--- config.mk ---
export PLATFORM = sky130hd
export DESIGN_NAME = raster_fmt_seq
export DESIGN_NICKNAME = d
export VERILOG_FILES = /design/src/rtl/raster_fmt_pkg.sv /design/src/rtl/raster_scan_counter.sv /design/src/rtl/raster_region_decode.sv /design/src/rtl/raster_level_mux.sv /design/src/rtl/raster_fmt_seq.sv
export SDC_FILE = /design/constraint.sdc
export NUM_CORES = 1
export LEC_CHECK = 0
export ABC_AREA = 1
export BUFFER_PORTS_ARGS = -buffer_cell sky130_fd_sc_hd__buf_4
export CORE_MARGIN = 1
export CORE_UTILIZATION = 35
export CTS_CLUSTER_DIAMETER = 80
export DETAILED_ROUTE_END_ITERATION = 6
export PLACE_DENSITY = 0.53
export SETUP_SLACK_MARGIN = 0.02
export SLEW_MARGIN = 20
export SYNTH_ARGS = -nofsm -noshare
export SYNTH_HDL_FRONTEND = slang
export SYNTH_HIERARCHICAL = 1
export SYNTH_SLANG_ARGS = --single-unit
export TNS_END_PERCENT = 5
--- constraint.sdc ---
create_clock -name clk -period 3 [get_ports clk]
set_clock_uncertainty 0.1 [all_clocks]
set_input_delay 0.15 -clock clk [delete_from_list [all_inputs] [get_ports clk]]
set_output_delay 0.15 -clock clk [all_outputs]
set_load 0.02 [all_outputs]
--- src/rtl/raster_fmt_pkg.sv ---
package raster_fmt_pkg;

    typedef enum logic [1:0] {
        LVL_BLANK = 2'b00,
        LVL_SYNC  = 2'b01,
        LVL_IMAGE = 2'b10,
        LVL_RSVD  = 2'b11
    } lvl_e;

    // Region flags for one raster position
    typedef struct packed {
        logic vsync_line;
        logic hsync;
        logic broad;
        logic act_h;
        logic act_v;
        logic cal;
        logic line_head;
        logic field_head;
    } region_t;

endpackage

--- src/rtl/raster_scan_counter.sv ---
module raster_scan_counter #(
    parameter int TOTAL = 384,
    localparam int W = $clog2(TOTAL)
) (
    input  logic         clk,
    input  logic         rst_n,
    input  logic         step,
    output logic [W-1:0] cnt_q,
    output logic [W-1:0] cnt_d,
    output logic         wrap
);
    localparam logic [W-1:0] LAST = W'(TOTAL - 1);

    // Wraps to zero after LAST; resets to LAST so that the first step enters 0
    always_comb begin
        wrap  = step && (cnt_q == LAST);
        cnt_d = cnt_q;
        if (step) begin
            cnt_d = (cnt_q == LAST) ? '0 : cnt_q + 1'b1;
        end
    end

    always_ff @(posedge clk or negedge rst_n) begin
        if (!rst_n) cnt_q <= LAST;
        else        cnt_q <= cnt_d;
    end
endmodule

--- src/rtl/raster_region_decode.sv ---
module raster_region_decode
    import raster_fmt_pkg::*;
#(
    parameter int H_TOTAL  = 384,
    parameter int H_SYNC_W = 28,
    parameter int H_BP     = 32,
    parameter int H_ACTIVE = 312,
    parameter int CAL_W    = 16,
    parameter int V_TOTAL  = 312,
    parameter int V_SYNC_L = 3,
    parameter int V_BP_L   = 14,
    parameter int V_ACTIVE = 287,
    localparam int HW = $clog2(H_TOTAL),
    localparam int VW = $clog2(V_TOTAL)
) (
    input  logic [HW-1:0] h,
    input  logic [VW-1:0] v,
    output region_t       rgn,
    output logic [HW-1:0] hoff,
    output logic [VW-1:0] voff
);
    localparam logic [HW-1:0] H_SYNC_END  = HW'(H_SYNC_W);
    localparam logic [HW-1:0] H_BROAD_END = HW'(H_TOTAL - H_SYNC_W);
    localparam logic [HW-1:0] H_ACT_BEG   = HW'(H_SYNC_W + H_BP);
    localparam logic [HW-1:0] H_ACT_END   = HW'(H_SYNC_W + H_BP + H_ACTIVE);
    localparam logic [HW-1:0] H_CAL_END   = HW'(H_SYNC_W + CAL_W);
    localparam logic [VW-1:0] V_SYNC_END  = VW'(V_SYNC_L);
    localparam logic [VW-1:0] V_ACT_BEG   = VW'(V_SYNC_L + V_BP_L);
    localparam logic [VW-1:0] V_ACT_END   = VW'(V_SYNC_L + V_BP_L + V_ACTIVE);

    always_comb begin
        rgn.vsync_line = (v < V_SYNC_END);
        rgn.hsync      = (h < H_SYNC_END);
        rgn.broad      = (h < H_BROAD_END);
        rgn.act_h      = (h >= H_ACT_BEG) && (h < H_ACT_END);
        rgn.act_v      = (v >= V_ACT_BEG) && (v < V_ACT_END);
        rgn.cal        = !rgn.vsync_line && (h >= H_SYNC_END) && (h < H_CAL_END);
        rgn.line_head  = (h == '0);
        rgn.field_head = (h == '0) && (v == '0);
        hoff           = h - H_ACT_BEG;
        voff           = v - V_ACT_BEG;
    end
endmodule

--- src/rtl/raster_level_mux.sv ---
module raster_level_mux
    import raster_fmt_pkg::*;
#(
    parameter int PIX_W   = 8,
    parameter int SQ_LOG2 = 4,
    parameter int HW      = 9,
    parameter int VW      = 9
) (
    input  region_t          rgn,
    input  logic             test_en,
    input  logic [PIX_W-1:0] pix_in,
    input  logic [HW-1:0]    hoff,
    input  logic [VW-1:0]    voff,
    output lvl_e             lvl,
    output logic [PIX_W-1:0] data
);
    logic tile;

    assign tile = hoff[SQ_LOG2] ^ voff[SQ_LOG2];

    always_comb begin
        lvl  = LVL_BLANK;
        data = '0;
        if (rgn.vsync_line) begin
            lvl = rgn.broad ? LVL_SYNC : LVL_BLANK;
        end else if (rgn.hsync) begin
            lvl = LVL_SYNC;
        end else if (rgn.act_h && rgn.act_v) begin
            lvl  = LVL_IMAGE;
            data = test_en ? {PIX_W{tile}} : pix_in;
        end
    end
endmodule

--- src/rtl/raster_fmt_seq.sv ---
module raster_fmt_seq
    import raster_fmt_pkg::*;
#(
    parameter int PIX_W    = 8,
    parameter int H_TOTAL  = 384,
    parameter int H_SYNC_W = 28,
    parameter int H_BP     = 32,
    parameter int H_ACTIVE = 312,
    parameter int CAL_W    = 16,
    parameter int V_TOTAL  = 312,
    parameter int V_SYNC_L = 3,
    parameter int V_BP_L   = 14,
    parameter int V_ACTIVE = 287,
    parameter int SQ_LOG2  = 4
) (
    input  logic             clk,
    input  logic             rst_n,
    input  logic             test_en,
    input  logic [PIX_W-1:0] pix_in,
    output logic [1:0]       lvl_sel,
    output logic [PIX_W-1:0] data_out,
    output logic             row_adv,
    output logic             col_adv,
    output logic             cal_win,
    output logic             field_start
);
    localparam int HW = $clog2(H_TOTAL);
    localparam int VW = $clog2(V_TOTAL);

    typedef struct packed {
        lvl_e             lvl;
        logic [PIX_W-1:0] data;
        logic             row;
        logic             col;
        logic             cal;
        logic             fs;
    } seq_t;

    logic [HW-1:0] h_q, h_d;
    logic [VW-1:0] v_q, v_d;
    logic          h_wrap, v_wrap;
    region_t       rgn;
    logic [HW-1:0] hoff;
    logic [VW-1:0] voff;
    lvl_e          lvl_n;
    logic [PIX_W-1:0] data_n;
    seq_t          seq_d, seq_q;

    raster_scan_counter #(.TOTAL(H_TOTAL)) i_hcnt (
        .clk(clk), .rst_n(rst_n), .step(1'b1),
        .cnt_q(h_q), .cnt_d(h_d), .wrap(h_wrap)
    );

    raster_scan_counter #(.TOTAL(V_TOTAL)) i_vcnt (
        .clk(clk), .rst_n(rst_n), .step(h_wrap),
        .cnt_q(v_q), .cnt_d(v_d), .wrap(v_wrap)
    );

    // Decode the position the counters enter on this edge
    raster_region_decode #(
        .H_TOTAL(H_TOTAL), .H_SYNC_W(H_SYNC_W), .H_BP(H_BP),
        .H_ACTIVE(H_ACTIVE), .CAL_W(CAL_W), .V_TOTAL(V_TOTAL),
        .V_SYNC_L(V_SYNC_L), .V_BP_L(V_BP_L), .V_ACTIVE(V_ACTIVE)
    ) i_dec (
        .h(h_d), .v(v_d), .rgn(rgn), .hoff(hoff), .voff(voff)
    );

    raster_level_mux #(
        .PIX_W(PIX_W), .SQ_LOG2(SQ_LOG2), .HW(HW), .VW(VW)
    ) i_mux (
        .rgn(rgn), .test_en(test_en), .pix_in(pix_in),
        .hoff(hoff), .voff(voff), .lvl(lvl_n), .data(data_n)
    );

    always_comb begin
        seq_d      = seq_q;
        seq_d.lvl  = lvl_n;
        seq_d.data = data_n;
        seq_d.col  = rgn.act_h && rgn.act_v;
        seq_d.row  = rgn.line_head && rgn.act_v;
        seq_d.cal  = rgn.cal;
        seq_d.fs   = rgn.field_head;
    end

    always_ff @(posedge clk or negedge rst_n) begin
        if (!rst_n) begin
            seq_q <= '{lvl: LVL_BLANK, data: '0, row: 1'b0, col: 1'b0,
                       cal: 1'b0, fs: 1'b0};
        end else begin
            seq_q <= seq_d;
        end
    end

    assign lvl_sel     = seq_q.lvl;
    assign data_out    = seq_q.data;
    assign row_adv     = seq_q.row;
    assign col_adv     = seq_q.col;
    assign cal_win     = seq_q.cal;
    assign field_start = seq_q.fs;

    logic unused_wrap;
    assign unused_wrap = v_wrap ^ (|v_q) ^ (|h_q);
endmodule

* Word level (Yosys, flattened, before mapping) *
Cells that the tools add are included.
W data, S select, Z words.

word-level totals
  register bits = 32
  bits of input ports = 11
  output and inout bits = 14
  word-level logic and storage cells = 45

cells by class
  add/subtract/negate cells = 4
  order comparisons = 9
  eq/ne operators = 2
  multiplexer cells = 11
  bitwise gates (word level) = 1
  reduce and logical (&&, ||, !) cells = 10

operators by type and width
  cell                   number
  $mux W8                4
  $lt A9 B9 Y1 const B   3
  $mux W9                3
  $add A9 B1 Y9 const B  2
  $eq A9 B9 Y1 const B   2
  $ge A9 B5 Y1 const B   2
  $logic_not A9 Y1       2
  $sub A5 B5 Y5 const B  2
  $ge A9 B6 Y1 const B   1
  $lt A9 B2 Y1 const B   1
  $lt A9 B5 Y1 const B   1
  $lt A9 B6 Y1 const B   1
  $logic_and A1 B1 Y1    7
  $mux W2                3
  $logic_not A1 Y1       1
  $mux W1                1
  $xor A1 B1 Y1          1

* Depth between registers and ports, before layout *
Gate-level depths: netlist (run 1).

  depth after elaboration = 9
  depth in mapped cells = 20
  depth with buffers taken out = 20

* Cells and area by module *
The synthesis (run 1) kept the hierarchy.

modules (own cells, without submodules)
  module                         times used  cells an instance  area each (um^2)  seq. area each (um^2)
  raster_region_decode           1           106                540.5             0.0
  raster_scan_counter at i_vcnt  1           73                 523.0             232.7
  raster_scan_counter at i_hcnt  1           57                 485.5             235.2
  raster_fmt_seq                 1           19                 369.1             350.3
  raster_level_mux               1           28                 125.1             0.0

* Least setup slack after synthesis (run 1) *
No wires, ideal clock.

  kind = register to register
  from = reg i_hcnt.cnt_q[0]
  to = reg seq_q, in the netlist data_out[0]
  library setup time = 0.071 ns
  data arrival time = 2.679 ns
  data required time = 2.829 ns
  path slack = 0.149 ns
  stages on the path, launching flop included = 20
  path buffers = 0
  clock period less this slack = 2.851 ns
  cells stage by stage = dfstp_2 ha_1 nand3_1 nor2_1 nand3b_1 inv_1 nand3_2 inv_2 nand2_2 nand2_1 nand2_1 nor2_1 nand2_1 nand2_1 nor2_1 a21oi_1 nand2_1 and2b_4 nand2_4 nor2_1

RTL lines
  what                    line                       text
  from (decl)             raster_scan_counter.sv:8   output logic [W-1:0] cnt_q,
  from (signal assigned)  raster_scan_counter.sv:25  else cnt_q <= cnt_d;
  to (signal assigned)    raster_fmt_seq.sv:87       seq_q <= '{lvl: LVL_BLANK, data: '0, row: 1'b0, col: 1'b0,
  to (signal assigned)    raster_fmt_seq.sv:90       seq_q <= seq_d;
  to (decl)               raster_fmt_seq.sv:47       seq_t seq_d, seq_q;

==> summary.md, run 1 <==
| Metric | Value |
|---|---|
| Worst path max stage delay | `570 ps` |
| H-Tree Level Count | `2` |
| CP required | `3110 ps` |
| Crit-path cells | `ha_4 -> nand3_2 -> nor2_4 -> nand3b_1 -> inv_2 -> nand3_4 -> inv_4 -> nand4_4 -> nand2_1 -> nor2_4 -> buf_4 -> nand2_1 -> a31oi_1 -> a21oi_2 -> nand2_1 -> and2b_4 -> nand2_4 -> nor2_1` |
| R2R setup slack | `200 ps` |
| Number of remaining DRC errors | `0` |
| Crit end category | `flop` |
| Initial antenna violation count | `0` |
| Wire length on met1 | `1990 um` |
| # nets final | `327` |
| Status | `completed` |
| Core ar. | `5170 um^2` |
| Area Growth Syn to Fin | `33.8%` |
| Rows | `26` |
| DRT antenna net count | `0` |
| Total gr overflow | `0` |
| Hold slack | `78.3 ps` |
| Final hold violation count | `0` |
| Die footprint | `5720 um^2` |
| Commonest non-fill, non-tap cells in the layout | `nand2_1, inv_1, nor2_1` |
| DPL Wire Length | `2950 um` |
| Placed Cells incl. Taps | `362` |
| Clock Latency Late Sink | `280 ps` |
| Drt first pass iters | `4` |
| Most used cell, CP | `nand2_1` |
| Leakage power | `1.37 nW` |
| Crit path DAT | `2910 ps` |
| Antenna cell count | `0` |
| First-pass GRT wire length | `6800 um` |
| Global Route Usage Sum | `0.164` |
| Die height | `75.6 um` |
| WL per Instance | `10.9 um` |
| Worst setup SP type | `flop` |
| Largest fanout on the critical path | `8` |
| # port buffers | `24` |
| Die Span X | `75.6 um` |
| DR top layer | `met4` |
| Top delay family on crit path | `simple AND/OR/NAND/NOR gates` |
| TritonCTS Buffers | `5` |
| Hold Path Class | `in2reg` |
| Layout cells sized above 1 | `0.318` |
| DRT iter0 DRCs | `32` |
| Drt via density | `4.41` |
| Slowest-stage cell, CP | `dfstp_2` |
| Final Cycle Share | `0.934` |
| Clock transition at path regs | `60 ps` |
| Yosys warning count | `6` |
| Root Buffer | `clkbuf_8` |
| Clk buf depth | `2` |
| Final setup vio count | `0` |
| Critical path type | `reg2reg` |
| Final std cells w/o fill | `381` |
| Most common cell after layout, fill and taps aside | `nand2_1` |
| # clock sinks | `32` |
| Syn Inst Count | `256` |
| Setup TNS Final | `0 ps` |
| Crit path time final | `2800 ps` |
| Vias in the first global route | `1542` |
| Met2 WL | `1910 um` |
| I/O Pins | `25` |
| PwrDens | `639 nW/um^2` |
| Tot Pwr | `1.62 mW` |
| Crit path buf inv count | `3` |
| Met3 WL post-DR | `183 um` |
| Initial core utilization | `0.367` |
| Mapped Area | `1900 um^2` |
| WL final | `4150 um` |
| Synth Area per Inst | `7.41 um^2` |
| Pin count of the biggest net entering global routing | `33` |
| GP Congestion | `0.769` |
| Max cap viols | `0` |
| Fmax | `0.357 GHz` |
| Slew Viols, Final | `0` |
| Detailed-route via count | `1682` |
| CTS tree | `done` |
| Peak VDD IR | `0.464 mV` |
==> report_power, final <==
group	internal (mW)	total (mW)	switching, mW
Sequential	0.573	0.637	0.0635
Clock	0.187	0.342	0.155
Combinational	0.233	0.643	0.410
==> routing by layer <==
layer / up-vias / GRT usage
met5: - / 0
met4: 0 / 0.0679
met1: 772 / 0.216
li1: 869 / -
met2: 35 / 0.254
met3: 6 / 0.0450
==> layout make-up <==
cell class / count / area (um^2)
clock buffer: 8 / 90.1
multi-input combinational: 181 / 1010
fill: 497 / 2640
tap: 70 / 87.6
inverter: 48 / 186
timing repair buffer: 42 / 345
sequential: 32 / 818
==> registers in the layout, summed over array words and instances (netlist names) <==
name and flops:
cal_win 1, col_adv 1, data_out 8, field_start 1
i_hcnt/cnt_q 9, i_vcnt/cnt_q 9, lvl_sel 2, row_adv 1
==> worst paths after layout <==
check                                  endpoint  depth (start not counted)             from
worst max register to register      data_out[1]                         18  i_hcnt/cnt_q[0]
worst max-delay path                data_out[1]                         18  i_hcnt/cnt_q[0]
min in group asynchronous               cal_win                          2            rst_n
worst min-delay path                data_out[4]                          3          test_en
worst min register to register  i_vcnt/cnt_q[1]                          2  i_vcnt/cnt_q[1]
max in group asynchronous       i_vcnt/cnt_q[8]                          2            rst_n
==> tightest hold or removal path: cells and delay by family <==
family                 cells  cell delay [ps]
AND/OR/NAND/NOR            2              130
buffers and inverters      1              130
==> stage by stage <==
step / util / setup WS [ps] / area (um^2)
6_report: 0.491 / 198 / 2540
5_1_grt: 0.491 / -20.7 / 2540
2_1_floorplan: - / 150 / 1920
3_5_place_dp: 0.432 / -12.3 / 2230
4_1_cts: 0.467 / 30.9 / 2420
3_3_place_gp: 0.432 / 6.00 / 2230
==> repair_timing <==
action                     in CTS  in global routing
hold buffers                    9                  0
resized for setup               1                 30
gates cloned                    0                  0
setup endpoints to repair       8                 12
pin swaps                       0                  8
hold endpoints to repair       26                  0
setup buffers                   0                  2
Power figures use the tool's default switching activity.
==> inputs of run 2 (changes only) <==
--- a/config.mk
+++ b/config.mk
@@ -8,14 +8,13 @@
 export ABC_AREA = 1
 export BUFFER_PORTS_ARGS = -buffer_cell sky130_fd_sc_hd__buf_4
 export CORE_MARGIN = 1
-export CORE_UTILIZATION = 35
+export CORE_UTILIZATION = 52
 export CTS_CLUSTER_DIAMETER = 80
 export DETAILED_ROUTE_END_ITERATION = 6
-export PLACE_DENSITY = 0.53
+export PLACE_DENSITY = 0.73
 export SETUP_SLACK_MARGIN = 0.02
 export SLEW_MARGIN = 20
 export SYNTH_ARGS = -nofsm -noshare
 export SYNTH_HDL_FRONTEND = slang
 export SYNTH_HIERARCHICAL = 1
 export SYNTH_SLANG_ARGS = --single-unit
-export TNS_END_PERCENT = 5
==> run 2 against run 1 <==
Against the previous run:
- sequential share of layout area is 0.36 points lower
- power is 5.5% higher
- design area increased by 1.1%
- register-to-register slack hardly changed
- critical path type unchanged
- largest power group unchanged
==> summary.md, run 2 (synthesis results as in run 1) <==
| Metric | Value |
|---|---|
| Crit path DAT | `2980 ps (+70 ps)` |
| Fin util | `0.751 (+0.261)` |
| Clk buf depth | `2 (unchanged)` |
| Total gr overflow | `0 (unchanged)` |
| Final WS setup | `186 ps (-12.0 ps)` |
| Hold slack | `23.0 ps (-55.4 ps)` |
| Placed Area | `2200 um^2 (-1.3%)` |
| Top delay family on crit path | `simple AND/OR/NAND/NOR gates` |
| Clock Latency Late Sink | `320 ps (+40 ps)` |
| Setup TNS Final | `0 ps (unchanged)` |
| PwrDens | `666 nW/um^2 (+4.3%)` |
| Clock transition at path regs | `100 ps (+40 ps)` |
| # port buffers | `24 (unchanged)` |
| Most common cell after layout, fill and taps aside | `nand2_1` |
| Number of remaining DRC errors | `0 (unchanged)` |
| Die height | `62.4 um (-17%)` |
| R2R setup slack | `190 ps (about the same)` |
| Area Growth Syn to Fin | `35.3%` |
| Peak VDD IR | `0.693 mV (+49%)` |
| Layout cells sized above 1 | `0.354 (+0.0361)` |
| Detailed-route via count | `1692 (+0.59%)` |
| DPL Wire Length | `2880 um (-2.4%)` |
| Design Area, Final | `2570 um^2 (+1.1%)` |
| RR Startpoint | `i_hcnt/cnt_q[1]` |
| Multi-input logic area | `1040 um^2 (+2.6%)` |
| Hold Startpoint | `test_en` |
| Die footprint | `3890 um^2 (-32%)` |
| CTS tree | `done` |
| Global Route Usage Sum | `0.235 (+0.0716)` |
| Commonest non-fill, non-tap cells in the layout | `nand2_1, inv_1, buf_4` |
| Crit path buf inv count | `5 (+2)` |
| Drt via density | `4.67 (+5.9%)` |
| DRT antenna net count | `0 (unchanged)` |
| Drt first pass iters | `4 (unchanged)` |
| Largest fanout on the critical path | `8 (unchanged)` |
| Worst path max stage delay | `580 ps (about the same)` |
| TritonCTS Buffers | `5 (unchanged)` |
| Most used cell, CP | `nand2_1` |
| Crit path launch | `i_hcnt/cnt_q[1]` |
| Final Cycle Share | `0.938 (+0.00400)` |
| # clock sinks | `32 (unchanged)` |
| Max cap viols | `0 (unchanged)` |
| CP required | `3170 ps (+60 ps)` |
| DRT iter0 DRCs | `154 (+380%)` |
| WL final | `4200 um (+1.2%)` |
| Final setup vio count | `0 (unchanged)` |
| Root Buffer | `clkbuf_4` |
| Status | `completed` |
| Register area | `818 um^2 (unchanged)` |
| Slowest-stage cell, CP | `dfstp_2` |
| Crit end category | `flop` |
| Fmax | `0.355 GHz (-0.43%)` |
| Filler cell count in the final layout | `258 (-48%)` |
| Initial antenna violation count | `0 (unchanged)` |
| Crit-path cells | `ha_4 -> nand3_4 -> nor2_4 -> nand3b_1 -> inv_2 -> nand3_4 -> inv_4 -> nand2_2 -> nand2_1 -> nand2_1 -> nor2_4 -> buf_4 -> inv_2 -> nand2_1 -> nor2_1 -> nand2_1 -> inv_2 -> nor2_4 -> and2b_4 -> nand2_8 -> nor2_2` |
| Vias in the first global route | `1673 (+8.5%)` |
| Crit path time final | `2810 ps (+12.0 ps)` |
| GP Congestion | `0.827 (+7.7%)` |
| Initial core utilization | `0.555 (+0.189)` |
| Final hold violation count | `0 (unchanged)` |
| Hold Path Class | `in2reg` |
| I/O Pins | `25 (unchanged)` |
| Core ar. | `3420 um^2 (-34%)` |
| Leakage power | `1.40 nW (+2.2%)` |
| H-Tree Level Count | `2 (unchanged)` |
| Pre-CTS WS | `-20.9 ps (-8.58 ps)` |
| Die Span X | `62.4 um (-17%)` |
| WL per Instance | `11.6 um (+6.5%)` |
| Antenna cell count | `0 (unchanged)` |
| Rows | `21 (-19%)` |
| Pin count of the biggest net entering global routing | `33 (unchanged)` |
| Worst setup SP type | `flop` |
| # nets final | `332 (+1.5%)` |
| First-pass GRT wire length | `7180 um (+5.6%)` |
| Slew Viols, Final | `0 (unchanged)` |
| Critical path type | `reg2reg` |
## run 2: cell count changes in the layout (fill, tap and decap cells not counted), sizes merged
| cell | before | now |
|---|---|---|
| buf | 33 | 38 |
| bufinv | 0 | 1 |
| clkbuf | 8 | 7 |
## run 2: through the flow
step	power (mW)	std cells
3_3_place_gp	1.24	338
5_1_grt	1.83	362
3_5_place_dp	1.25	338
6_report	1.71	362
2_1_floorplan	1.04	262
4_1_cts	1.63	355
## run 2: final timing paths
check,to,cells past startpoint
min in group asynchronous,data_out[2],2
max reg2reg,data_out[3],21
min reg2reg,i_vcnt/cnt_q[1],2
max in group asynchronous,i_hcnt/cnt_q[3],2
max,data_out[3],21
min,data_out[0],3
## run 2: layer usage
| metal | global-route usage | share of wire | vias up |
|---|---|---|---|
| met1 | 0.307 | 0.45 | 777 |
| met5 | 0 | 0 | - |
| met2 | 0.376 | 0.49 | 30 |
| met3 | 0.0620 | 0.042 | 4 |
| met4 | 0.0901 | 0.012 | 0 |
| li1 | - | - | 881 |
## run 2: timing repair
action | 4_1_cts | 5_1_grt
buffers inserted | 0 | 7
resized for setup | 2 | 33
hold buffers | 9 | 0
hold endpoints to repair | 40 | 0
pin swaps | 0 | 10
setup endpoints to repair | 8 | 12
## run 2: power by group
group / switching [mW] / total (mW) / leakage (nW) / internal, mW
logic: 0.435 / 0.701 / 0.989 / 0.266
registers: 0.0691 / 0.642 / 0.358 / 0.573
clock network: 0.146 / 0.367 / 0.0515 / 0.221
total: 0.650 / 1.71 / 1.40 / 1.06
## run 2: layout make-up
class	count	share of cell area
Multi-Input combinational cell	181	0.404
Sequential cell	32	0.319
Timing Repair Buffer	47	0.146
Inverter	48	0.0717
Clock buffer	7	0.0254
Tap cell	46	0.0224
Clock inverter	1	0.0117
## run 2: worst register-to-register path: stages (launching register included)
cell	delay [ps]
dfstp_2	580
ha_4	160
nand3_4	80
nor2_4	110
nand3b_1	110
inv_2	140
nand3_4	100
inv_4	90
nand2_2	80
nand2_1	70
nand2_1	80
nor2_4	140
buf_4	150
inv_2	40
nand2_1	60
nor2_1	40
nand2_1	100
inv_2	70
nor2_4	100
and2b_4	190
nand2_8	80
nor2_2	100
